--- src/rtl/dmon_pkg.sv ---
// Shared types and register addresses for the decoder run monitor.
// Assumes the golden words fit between GOLD_BASE and LLR_BASE.
package dmon_pkg;
    typedef enum logic [2:0] {
        ST_RESET, ST_LOAD, ST_RUN, ST_OK, ST_GIVEUP, ST_WRONG, ST_BER
    } run_state_t;

    localparam logic [1:0] VERDICT_NONE   = 2'd0;
    localparam logic [1:0] VERDICT_OK     = 2'd1;
    localparam logic [1:0] VERDICT_GIVEUP = 2'd2;
    localparam logic [1:0] VERDICT_WRONG  = 2'd3;

    localparam int ADR_MAXIT  = 0;
    localparam int ADR_LAUNCH = 1;
    localparam int ADR_STATUS = 2;
    localparam int ADR_BITERR = 3;
    localparam int ADR_FRMERR = 4;
    localparam int GOLD_BASE  = 8;
    localparam int LLR_BASE   = 16;
endpackage

--- src/rtl/dmon_regs.sv ---
// Host register file: iteration limit, golden and LLR words, launch flag,
// read multiplexer. Assumes ITER_W <= DATA_W and that both frames are whole
// multiples of DATA_W.
module dmon_regs
    import dmon_pkg::*;
#(
    parameter int DATA_W       = 16,
    parameter int ADDR_W       = 6,
    parameter int ITER_W       = 8,
    parameter int FRAME_BITS   = 16,
    parameter int LLR_W        = 4,
    parameter int CNT_W        = 16,
    parameter int MAX_ITER_RST = 100
) (
    input  logic                        clk,
    input  logic                        rst_n,
    input  logic                        host_wr,
    input  logic [ADDR_W-1:0]           host_addr,
    input  logic [DATA_W-1:0]           host_wdata,
    input  logic                        launch_take,
    input  logic                        busy,
    input  logic [1:0]                  outcome,
    input  logic [CNT_W-1:0]            bit_err,
    input  logic [CNT_W-1:0]            frm_err,
    output logic [ITER_W-1:0]           max_iter,
    output logic                        launch_pend,
    output logic [FRAME_BITS-1:0]       golden,
    output logic [FRAME_BITS*LLR_W-1:0] llr_frame,
    output logic [DATA_W-1:0]           host_rdata
);
    localparam int GOLD_WORDS = FRAME_BITS / DATA_W;
    localparam int LLR_WORDS  = (FRAME_BITS * LLR_W) / DATA_W;

    logic [ITER_W-1:0]                  max_q;
    logic                               pend_q;
    logic [GOLD_WORDS-1:0][DATA_W-1:0]  gold_q;
    logic [LLR_WORDS-1:0][DATA_W-1:0]   llr_q;
    logic                               hit_max;
    logic                               hit_launch;

    assign hit_max    = host_wr && (host_addr == ADDR_W'(ADR_MAXIT));
    assign hit_launch = host_wr && (host_addr == ADDR_W'(ADR_LAUNCH));

    // Iteration limit register, preset to the characterization value.
    always_ff @(posedge clk) begin
        if (!rst_n)       max_q <= ITER_W'(MAX_ITER_RST);
        else if (hit_max) max_q <= host_wdata[ITER_W-1:0];
    end

    // Launch flag: set by the host, consumed by the controller; set wins.
    always_ff @(posedge clk) begin
        if (!rst_n)           pend_q <= 1'b0;
        else if (hit_launch)  pend_q <= 1'b1;
        else if (launch_take) pend_q <= 1'b0;
    end

    for (genvar g = 0; g < GOLD_WORDS; g++) begin : g_gold
        // One golden word register.
        always_ff @(posedge clk) begin
            if (!rst_n) gold_q[g] <= '0;
            else if (host_wr && host_addr == ADDR_W'(GOLD_BASE + g)) gold_q[g] <= host_wdata;
        end
    end

    for (genvar g = 0; g < LLR_WORDS; g++) begin : g_llr
        // One LLR word register.
        always_ff @(posedge clk) begin
            if (!rst_n) llr_q[g] <= '0;
            else if (host_wr && host_addr == ADDR_W'(LLR_BASE + g)) llr_q[g] <= host_wdata;
        end
    end

    assign max_iter    = max_q;
    assign launch_pend = pend_q;
    assign golden      = gold_q;
    assign llr_frame   = llr_q;

    // Read multiplexer; unmapped addresses read zero.
    always_comb begin
        host_rdata = '0;
        if (host_addr == ADDR_W'(ADR_MAXIT))  host_rdata = DATA_W'(max_q);
        if (host_addr == ADDR_W'(ADR_STATUS)) host_rdata = DATA_W'({busy, outcome});
        if (host_addr == ADDR_W'(ADR_BITERR)) host_rdata = DATA_W'(bit_err);
        if (host_addr == ADDR_W'(ADR_FRMERR)) host_rdata = DATA_W'(frm_err);
        for (int w = 0; w < GOLD_WORDS; w++)
            if (host_addr == ADDR_W'(GOLD_BASE + w)) host_rdata = gold_q[w];
        for (int w = 0; w < LLR_WORDS; w++)
            if (host_addr == ADDR_W'(LLR_BASE + w)) host_rdata = llr_q[w];
    end

    // a consumed launch is gone next cycle unless rewritten.
    p_launch_consumed_r3: assert property (@(posedge clk) disable iff (!rst_n)
        (launch_take && !hit_launch) |=> !pend_q);
endmodule

--- src/rtl/dmon_fsm.sv ---
// Run state machine: starts the decoder, counts two-cycle iterations against
// the limit sampled at start, and classifies the frame. Assumes dec_done and
// dec_hard are valid in every decoding cycle.
module dmon_fsm
    import dmon_pkg::*;
#(
    parameter int ITER_W     = 8,
    parameter int FRAME_BITS = 16
) (
    input  logic                  clk,
    input  logic                  rst_n,
    input  logic                  launch_pend,
    input  logic [ITER_W-1:0]     max_iter,
    input  logic                  dec_done,
    input  logic [FRAME_BITS-1:0] dec_hard,
    input  logic [FRAME_BITS-1:0] golden,
    input  logic                  scan_done,
    output logic                  dec_start,
    output logic                  run_exit,
    output logic                  frame_fail,
    output logic                  scan_active,
    output logic                  busy,
    output logic [1:0]            outcome
);
    run_state_t        state_q, state_d;
    logic [ITER_W-1:0] iter_q, lim_q;
    logic              phase_q;
    logic [1:0]        outcome_q;

    // Next-state selection; done outranks the iteration limit.
    always_comb begin
        state_d = state_q;
        case (state_q)
            ST_RESET:  state_d = ST_LOAD;
            ST_LOAD:   if (launch_pend) state_d = ST_RUN;
            ST_RUN: begin
                if (dec_done)             state_d = (dec_hard == golden) ? ST_OK : ST_WRONG;
                else if (iter_q == lim_q) state_d = ST_GIVEUP;
            end
            ST_OK:     state_d = ST_LOAD;
            ST_GIVEUP: state_d = ST_BER;
            ST_WRONG:  state_d = ST_BER;
            ST_BER:    if (scan_done) state_d = ST_LOAD;
            default:   state_d = ST_RESET;
        endcase
    end

    assign dec_start   = (state_q == ST_LOAD) && launch_pend;
    assign run_exit    = (state_q == ST_RUN) && (state_d != ST_RUN);
    assign frame_fail  = run_exit && (state_d != ST_OK);
    assign scan_active = (state_q == ST_BER);
    assign busy        = launch_pend || (state_q != ST_LOAD);
    assign outcome     = outcome_q;

    // State register.
    always_ff @(posedge clk) begin
        if (!rst_n) state_q <= ST_RESET;
        else        state_q <= state_d;
    end

    // Iteration counter, half-iteration phase and limit sampled at start.
    always_ff @(posedge clk) begin
        if (!rst_n) begin
            iter_q  <= '0;
            phase_q <= 1'b0;
            lim_q   <= '0;
        end else if (dec_start) begin
            iter_q  <= '0;
            phase_q <= 1'b0;
            lim_q   <= max_iter;
        end else if (state_q == ST_RUN && !run_exit) begin
            phase_q <= ~phase_q;
            if (phase_q) iter_q <= iter_q + ITER_W'(1);
        end
    end

    // Outcome code: cleared at launch, set when decoding ends.
    always_ff @(posedge clk) begin
        if (!rst_n)         outcome_q <= VERDICT_NONE;
        else if (dec_start) outcome_q <= VERDICT_NONE;
        else if (run_exit) begin
            case (state_d)
                ST_OK:     outcome_q <= VERDICT_OK;
                ST_WRONG:  outcome_q <= VERDICT_WRONG;
                default:   outcome_q <= VERDICT_GIVEUP;
            endcase
        end
    end

    // a start strobe always leads into decoding.
    p_start_enters_run_r3: assert property (@(posedge clk) disable iff (!rst_n)
        dec_start |=> state_q == ST_RUN);
    // the counter never passes the sampled limit.
    p_iter_in_bound_r4: assert property (@(posedge clk) disable iff (!rst_n)
        state_q == ST_RUN |-> iter_q <= lim_q);
    // OK only follows a done with a matching frame.
    p_ok_needs_match_r5: assert property (@(posedge clk) disable iff (!rst_n)
        state_q == ST_OK |-> $past(dec_done && dec_hard == golden));
    // give-up only at the limit and never alongside done.
    p_giveup_at_limit_r9: assert property (@(posedge clk) disable iff (!rst_n)
        state_q == ST_GIVEUP |-> ($past(iter_q) == $past(lim_q)) && !$past(dec_done));
    // the limit holds still while decoding.
    p_limit_held_r10: assert property (@(posedge clk) disable iff (!rst_n)
        (state_q == ST_RUN && $past(state_q) == ST_RUN) |-> $stable(lim_q));
endmodule

--- src/rtl/dmon_err_acc.sv ---
// Error accumulation: captures the mismatch vector when decoding ends, scans
// it one bit per cycle from bit 0, and keeps saturating bit and frame counts.
module dmon_err_acc #(
    parameter int FRAME_BITS = 16,
    parameter int CNT_W      = 16
) (
    input  logic                  clk,
    input  logic                  rst_n,
    input  logic                  run_exit,
    input  logic                  frame_fail,
    input  logic                  scan_active,
    input  logic [FRAME_BITS-1:0] dec_hard,
    input  logic [FRAME_BITS-1:0] golden,
    output logic                  scan_done,
    output logic [CNT_W-1:0]      bit_err,
    output logic [CNT_W-1:0]      frm_err
);
    localparam int IDX_W = (FRAME_BITS > 1) ? $clog2(FRAME_BITS) : 1;

    logic [FRAME_BITS-1:0] diff_q;
    logic [IDX_W-1:0]      idx_q;
    logic [CNT_W-1:0]      bit_err_q, frm_err_q;

    assign scan_done = scan_active && (idx_q == IDX_W'(FRAME_BITS - 1));
    assign bit_err   = bit_err_q;
    assign frm_err   = frm_err_q;

    // Capture the mismatch vector at the end of decoding.
    always_ff @(posedge clk) begin
        if (!rst_n)        diff_q <= '0;
        else if (run_exit) diff_q <= dec_hard ^ golden;
    end

    // Scan position, restarting at bit 0 for every scan.
    always_ff @(posedge clk) begin
        if (!rst_n || !scan_active) idx_q <= '0;
        else if (scan_done)         idx_q <= '0;
        else                        idx_q <= idx_q + IDX_W'(1);
    end

    // Saturating bit error count, one bit examined per cycle.
    always_ff @(posedge clk) begin
        if (!rst_n) bit_err_q <= '0;
        else if (scan_active && diff_q[idx_q] && bit_err_q != '1)
            bit_err_q <= bit_err_q + CNT_W'(1);
    end

    // Saturating frame error count.
    always_ff @(posedge clk) begin
        if (!rst_n) frm_err_q <= '0;
        else if (frame_fail && frm_err_q != '1)
            frm_err_q <= frm_err_q + CNT_W'(1);
    end

    // the bit count climbs by at most one per cycle.
    p_bit_step_r8: assert property (@(posedge clk) disable iff (!rst_n)
        (bit_err_q == $past(bit_err_q)) || (bit_err_q == $past(bit_err_q) + CNT_W'(1)));
    // outside a scan the bit count does not move.
    p_bit_quiet_r8: assert property (@(posedge clk) disable iff (!rst_n)
        !$past(scan_active) |-> $stable(bit_err_q));
    // a full frame counter stays full.
    p_frm_sat_r11: assert property (@(posedge clk) disable iff (!rst_n)
        ($past(frm_err_q) == '1) |-> (frm_err_q == '1));
endmodule

--- src/rtl/ldpc_run_monitor.sv ---
// Top of the decoder run monitor: host registers, run state machine and
// error accumulation for one iterative decoder. Assumes the decoder samples
// dec_llr on dec_start and keeps dec_hard current while decoding.
module ldpc_run_monitor
    import dmon_pkg::*;
#(
    parameter int DATA_W       = 16,
    parameter int ADDR_W       = 6,
    parameter int ITER_W       = 8,
    parameter int FRAME_BITS   = 16,
    parameter int LLR_W        = 4,
    parameter int CNT_W        = 16,
    parameter int MAX_ITER_RST = 100
) (
    input  logic                        clk,
    input  logic                        rst_n,
    input  logic                        host_wr,
    input  logic [ADDR_W-1:0]           host_addr,
    input  logic [DATA_W-1:0]           host_wdata,
    output logic [DATA_W-1:0]           host_rdata,
    output logic [FRAME_BITS*LLR_W-1:0] dec_llr,
    output logic                        dec_start,
    input  logic                        dec_done,
    input  logic [FRAME_BITS-1:0]       dec_hard
);
    logic [ITER_W-1:0]     max_iter;
    logic                  launch_pend;
    logic [FRAME_BITS-1:0] golden;
    logic                  run_exit, frame_fail, scan_active, scan_done, busy;
    logic [1:0]            outcome;
    logic [CNT_W-1:0]      bit_err, frm_err;

    dmon_regs #(
        .DATA_W(DATA_W), .ADDR_W(ADDR_W), .ITER_W(ITER_W), .FRAME_BITS(FRAME_BITS),
        .LLR_W(LLR_W), .CNT_W(CNT_W), .MAX_ITER_RST(MAX_ITER_RST)
    ) regs_i (
        .clk(clk), .rst_n(rst_n), .host_wr(host_wr), .host_addr(host_addr),
        .host_wdata(host_wdata), .launch_take(dec_start), .busy(busy),
        .outcome(outcome), .bit_err(bit_err), .frm_err(frm_err),
        .max_iter(max_iter), .launch_pend(launch_pend), .golden(golden),
        .llr_frame(dec_llr), .host_rdata(host_rdata)
    );

    dmon_fsm #(.ITER_W(ITER_W), .FRAME_BITS(FRAME_BITS)) fsm_i (
        .clk(clk), .rst_n(rst_n), .launch_pend(launch_pend), .max_iter(max_iter),
        .dec_done(dec_done), .dec_hard(dec_hard), .golden(golden),
        .scan_done(scan_done), .dec_start(dec_start), .run_exit(run_exit),
        .frame_fail(frame_fail), .scan_active(scan_active), .busy(busy),
        .outcome(outcome)
    );

    dmon_err_acc #(.FRAME_BITS(FRAME_BITS), .CNT_W(CNT_W)) acc_i (
        .clk(clk), .rst_n(rst_n), .run_exit(run_exit), .frame_fail(frame_fail),
        .scan_active(scan_active), .dec_hard(dec_hard), .golden(golden),
        .scan_done(scan_done), .bit_err(bit_err), .frm_err(frm_err)
    );
endmodule

--- config.mk ---
export PLATFORM = sky130hd
export DESIGN_NAME = ldpc_run_monitor
export DESIGN_NICKNAME = d
export VERILOG_FILES = /design/src/rtl/dmon_pkg.sv /design/src/rtl/dmon_regs.sv /design/src/rtl/dmon_fsm.sv /design/src/rtl/dmon_err_acc.sv /design/src/rtl/ldpc_run_monitor.sv
export SDC_FILE = /design/constraint.sdc
export NUM_CORES = 1
export LEC_CHECK = 0
export ABC_AREA = 1
export ABC_CLOCK_PERIOD_IN_PS = 2300
export BUFFER_PORTS_ARGS = -buffer_cell sky130_fd_sc_hd__buf_4
export CAP_MARGIN = 20
export CORE_UTILIZATION = 35
export CTS_CLUSTER_DIAMETER = 30
export DETAILED_ROUTE_END_ITERATION = 16
export GPL_TIMING_DRIVEN = 0
export MAX_ROUTING_LAYER = met4
export SYNTH_ARGS = -nofsm -noshare
export SYNTH_HDL_FRONTEND = slang
export SYNTH_HIERARCHICAL = 1
export SYNTH_SLANG_ARGS = --single-unit
--- constraint.sdc ---
create_clock -name clk -period 2.3 [get_ports clk]
set_clock_uncertainty 0.2 [all_clocks]
set_input_delay 0.69 -clock clk [delete_from_list [all_inputs] [get_ports clk]]
set_output_delay 0.69 -clock clk [all_outputs]
set_load 0.1 [all_outputs]
==> run summary <==
The average cell area after synthesis came out at 6.64 µm². STA classifies the critical path endpoint as an output pin. Pin placement for this block handled 123 I/O pins.

0 antenna diodes ended up in the layout. The number of synthesized register bits is 163. Clock-pin slew was measured on the worst setup and hold paths at 0.07 ns. The multiplexer fraction of the synthesized cell area was 0%.

After synthesis, the largest family of logic cells by area is simple AND/OR/NAND/NOR gates. The measured slew at the worst slew-check pin came out at 0.743 ns. After the first detailed-routing iteration, the DRC count stood at 498. The logs give 0.426 mV for the maximum vdd drop and 9146 for the routed via count. The width of the die is 159 µm, and the proportion of register bits with asynchronous set or reset after synthesis is 0%. Power comes to 0.00643 W.

Path type of the worst setup path: in2out. Of the total synthesized cell area, the portion taken by full adders, half adders and majority gates is 0.578%. Hold is met by 0.277 ns.

For this configuration, the core starts out at a cell density of 35.6%. Setup violations remaining at the end of the flow were counted as 35. After global routing the overflow that remains totals 0.

The flow ran to the end, but the final reports show violations. Following the worst setup path forward leads to its endpoint at host_rdata[4]. The count of mapped cells out of synthesis was 1304. The initial antenna violation count was 0; the number of warnings reported in the yosys synthesis log was 6. After detailed routing, the number of vias per cell comes to 4.97. The first global-routing pass estimated 46200 µm of wire. The cell sitting at the root of the clock tree is a clkbuf_16.

The tools report the first-pass iteration count of the detailed router as 7. For the later-pin clock latency in the skew report, the log shows 0.43 ns. The core region is 24300 µm².

The worst setup path is launched from an input pin. The worst register-to-register path has a setup slack of -0.15 ns. Measured in cells, the most critical reg-to-reg path has a length of 19.

After synthesis, flip-flops and latches occupy 37.7% of the total area. For this design the ratio of total power to cell area is 524 nW/µm². Counting every sink on the clock net gives 163. The tools report the final setup slack of the worst path as -0.587 ns.

The commonest register cell after synthesis is dfxtp_1. The average wire length per cell after detail routing came out at 16.1 µm. The netlist area before placement is 8660 µm², and the global-route usage over all layers is 23.8%.

Buffers inserted to repair hold after CTS numbered 0. The synthesized-area fraction occupied by ao, oa, aoi and oai cells works out to 11.6%. For the worst setup path, the data required time is 1.41 ns.

Setup repair after global routing could not meet its margin everywhere. The path category of the worst min-delay check is reg2reg. Entering global routing, the biggest net connects 24 pins. The final count of pins violating max slew is 0. Data arrival at the endpoint of the critical path: 2.00 ns. The checks that failed: negative setup slack.

Total number of nets in the final design: 1551. At the end of routability-driven placement, the weighted congestion stood at 0.888. After detailed routing, the number of remaining DRC violations is 0. The detail route stage leaves a number of antenna-violating nets equal to 0. Buffers placed on the I/O ports in this run total 122. The synthesized netlist devotes 3.64% of its cell area to XOR and XNOR gates. Worst slew margin relative to its limit: 50.5%.

The run gives 5.47 nW as the leakage dissipation. The number of max-cap violations is 0, and the fraction of layout instances using a drive strength above 1 is 29.4%. Derived from the worst setup path, the maximum achievable clock frequency is 346 MHz. The biggest fanout along the worst timing path was 5. TritonCTS built the clock tree. Measured on the finished design, the core utilization comes to 50.5%.

The number of nets handed over by synthesis was 1350. The count of final hold-check violations was 0; the die height was 159 µm. The via count of the first global-routing pass was 8638; the CTS buffer count was 17.

Of the total synthesized cell area, the portion taken by AND, OR, NAND and NOR gates is 36.7%. For the final routed database, the setup TNS stands at -11.14 ns. The longest clock path from root to sink contains 2 buffers.

The floorplan has 57 rows. Part of the cycle the worst path needs: 126%. Once placement completed, the tool counted placed cells totaling 1750. In this run the critical register-to-register path is captured at fsm_i/state_q[1]. Summed over all nets, the half-perimeter wirelength after detailed placement is 21300 µm.

The die footprint is 25400 µm², and the number of enable flip-flop cells after synthesis is 0. The non-filler instance count after layout was 1842. The run gives 4 as the number of H-tree branching levels. Relative to the synthesized area, the layout overhead comes to 41.7%. The final critical-path required period was 2.89 ns; the total detailed-routing wirelength was 29600 µm. The launch point of the critical path was host_addr[1].

The startpoint identified for the worst register-to-register timing path is fsm_i/state_q[0]. Synthesis instantiated 41 different standard cells from the library.
kinds of logic after synthesis:
family,after synthesis
compound gates,196
flops,163
xor+xnor,36
simple gates,709
fa+ha+maj,4
buf+inv,196
cells in the final DEF, fill, tap and decap left out, types with 14 or more instances in the layout:
cell,instances
nor2_1,246
nand2_1,231
dfxtp_1,142
buf_4,137
inv_1,125
o21ai_1,65
nand3_1,52
o21ai_0,48
a21oi_1,41
nand4_1,39
buf_6,32
a21oi_2,26
nand2_2,25
xor2_1,25
nand2_4,21
nor2_2,19
clkbuf_16,19
nor2_4,18
buf_12,18
nor3_1,15
clkbuf_1,15
inv_2,14
nand3_2,14
buf_8,14
stage by stage:
step                      setup WS [ns]  instance area [µm²]
after floorplan                  -0.890                 8760
after detailed placement         -0.969                10100
final                            -0.587                12300
after CTS                        -0.557                11800
after global placement           -0.938                10100
after global routing             -0.634                12300
worst min path at each step:
stage	start	to	slack [ns]	depth (start not counted)
after CTS	fsm_i/lim_q[4]	fsm_i/lim_q[4]	0.28	2
after global placement	regs_i/llr_frame[37]	regs_i/llr_frame[37]	0.26	2
after floorplan	fsm_i/outcome[1]	fsm_i/outcome[1]	0.24	2
final	regs_i/llr_frame[39]	regs_i/llr_frame[39]	0.28	2
after detailed placement	fsm_i/lim_q[4]	fsm_i/lim_q[4]	0.26	2
after global routing	fsm_i/outcome[1]	fsm_i/outcome[1]	0.31	2
sequential cells by signal, summed over array words and instances, names as in the netlist:
register and count:
fsm_i/lim_q 8, acc_i/idx_q 4, regs_i/launch_pend 1, fsm_i/state_q 3, regs_i/golden 16, regs_i/max_iter 8
regs_i/llr_frame 64, fsm_i/iter_q 8, acc_i/frm_err 16, fsm_i/outcome 2, acc_i/diff_q 16, acc_i/bit_err 16
fsm_i/phase_q 1
layout make-up:
class                           count  area [µm²]
Inverter                          151         607
Multi-Input combinational cell    945        5190
Fill cell                        2369       12000
Buffer                             45         407
Sequential cell                   163        3320
Timing Repair Buffer              182        1730
Clock inverter                     14         190
Clock buffer                       18         429
Tap cell                          324         405
power breakdown:
group / leakage [nW] / switching (W) / internal, W / total, W
registers: 1.33 / 0.0000155 / 0.00282 / 0.00284
logic: 3.84 / 0.000343 / 0.000191 / 0.000534
clock network: 0.301 / 0.00131 / 0.00175 / 0.00306
synthesized netlist by cell type, types with 2 or more instances:
cell type    n  area (µm²)
a21oi_1     69         345
a21oi_2      2        17.5
buf_2       11        55.1
buf_6       13         146
clkbuf_1    21        78.8
clkinv_2     3        15.0
dfxtp_1    163        3260
ha_1         4        50.1
inv_1      133         499
inv_2       14        52.6
nand2_1    266         998
nand2_2      6        37.5
nand2_4      7        78.8
nand3_1     68         340
nand3_2      7        70.1
nand3b_1     2        15.0
nand4_1     39         244
nor2_1     272        1020
nor2_4      10         113
nor2_8       3        60.1
nor3_1      16        80.1
nor3_2       2        20.0
o21ai_0     67         335
o21ai_1     53         265
or2_0        3        18.8
xnor2_1     11        96.3
xor2_1      25         219
layer usage:
metal | vias up | part of all wire [%] | GRT usage (%)
met5 | - | 0 | -
met1 | 4236 | 44 | 28.7
met4 | 0 | 3.2 | 9.92
met3 | 57 | 5.1 | 4.92
li1 | 4576 | - | -
met2 | 277 | 48 | 38.7
worst max-delay path, cell delays in order:
cell,delay (ns)
buf_12,0.11
nor2_4,0.16
buf_12,0.14
nand3_4,0.10
inv_6,0.11
buf_8,0.15
nand2_1,0.07
nand3_1,0.09
nand2_1,0.10
nand3_4,0.10
buf_12,0.17
timing repair:
action	CTS	global route
gates resized for setup	217	106
setup endpoints to repair	35	61
pin swaps	55	47
cloned	4	2
endpoints found under the hold margin	0	0
buffers inserted	48	9
No activity file was read; power rests on OpenSTA's default activity.
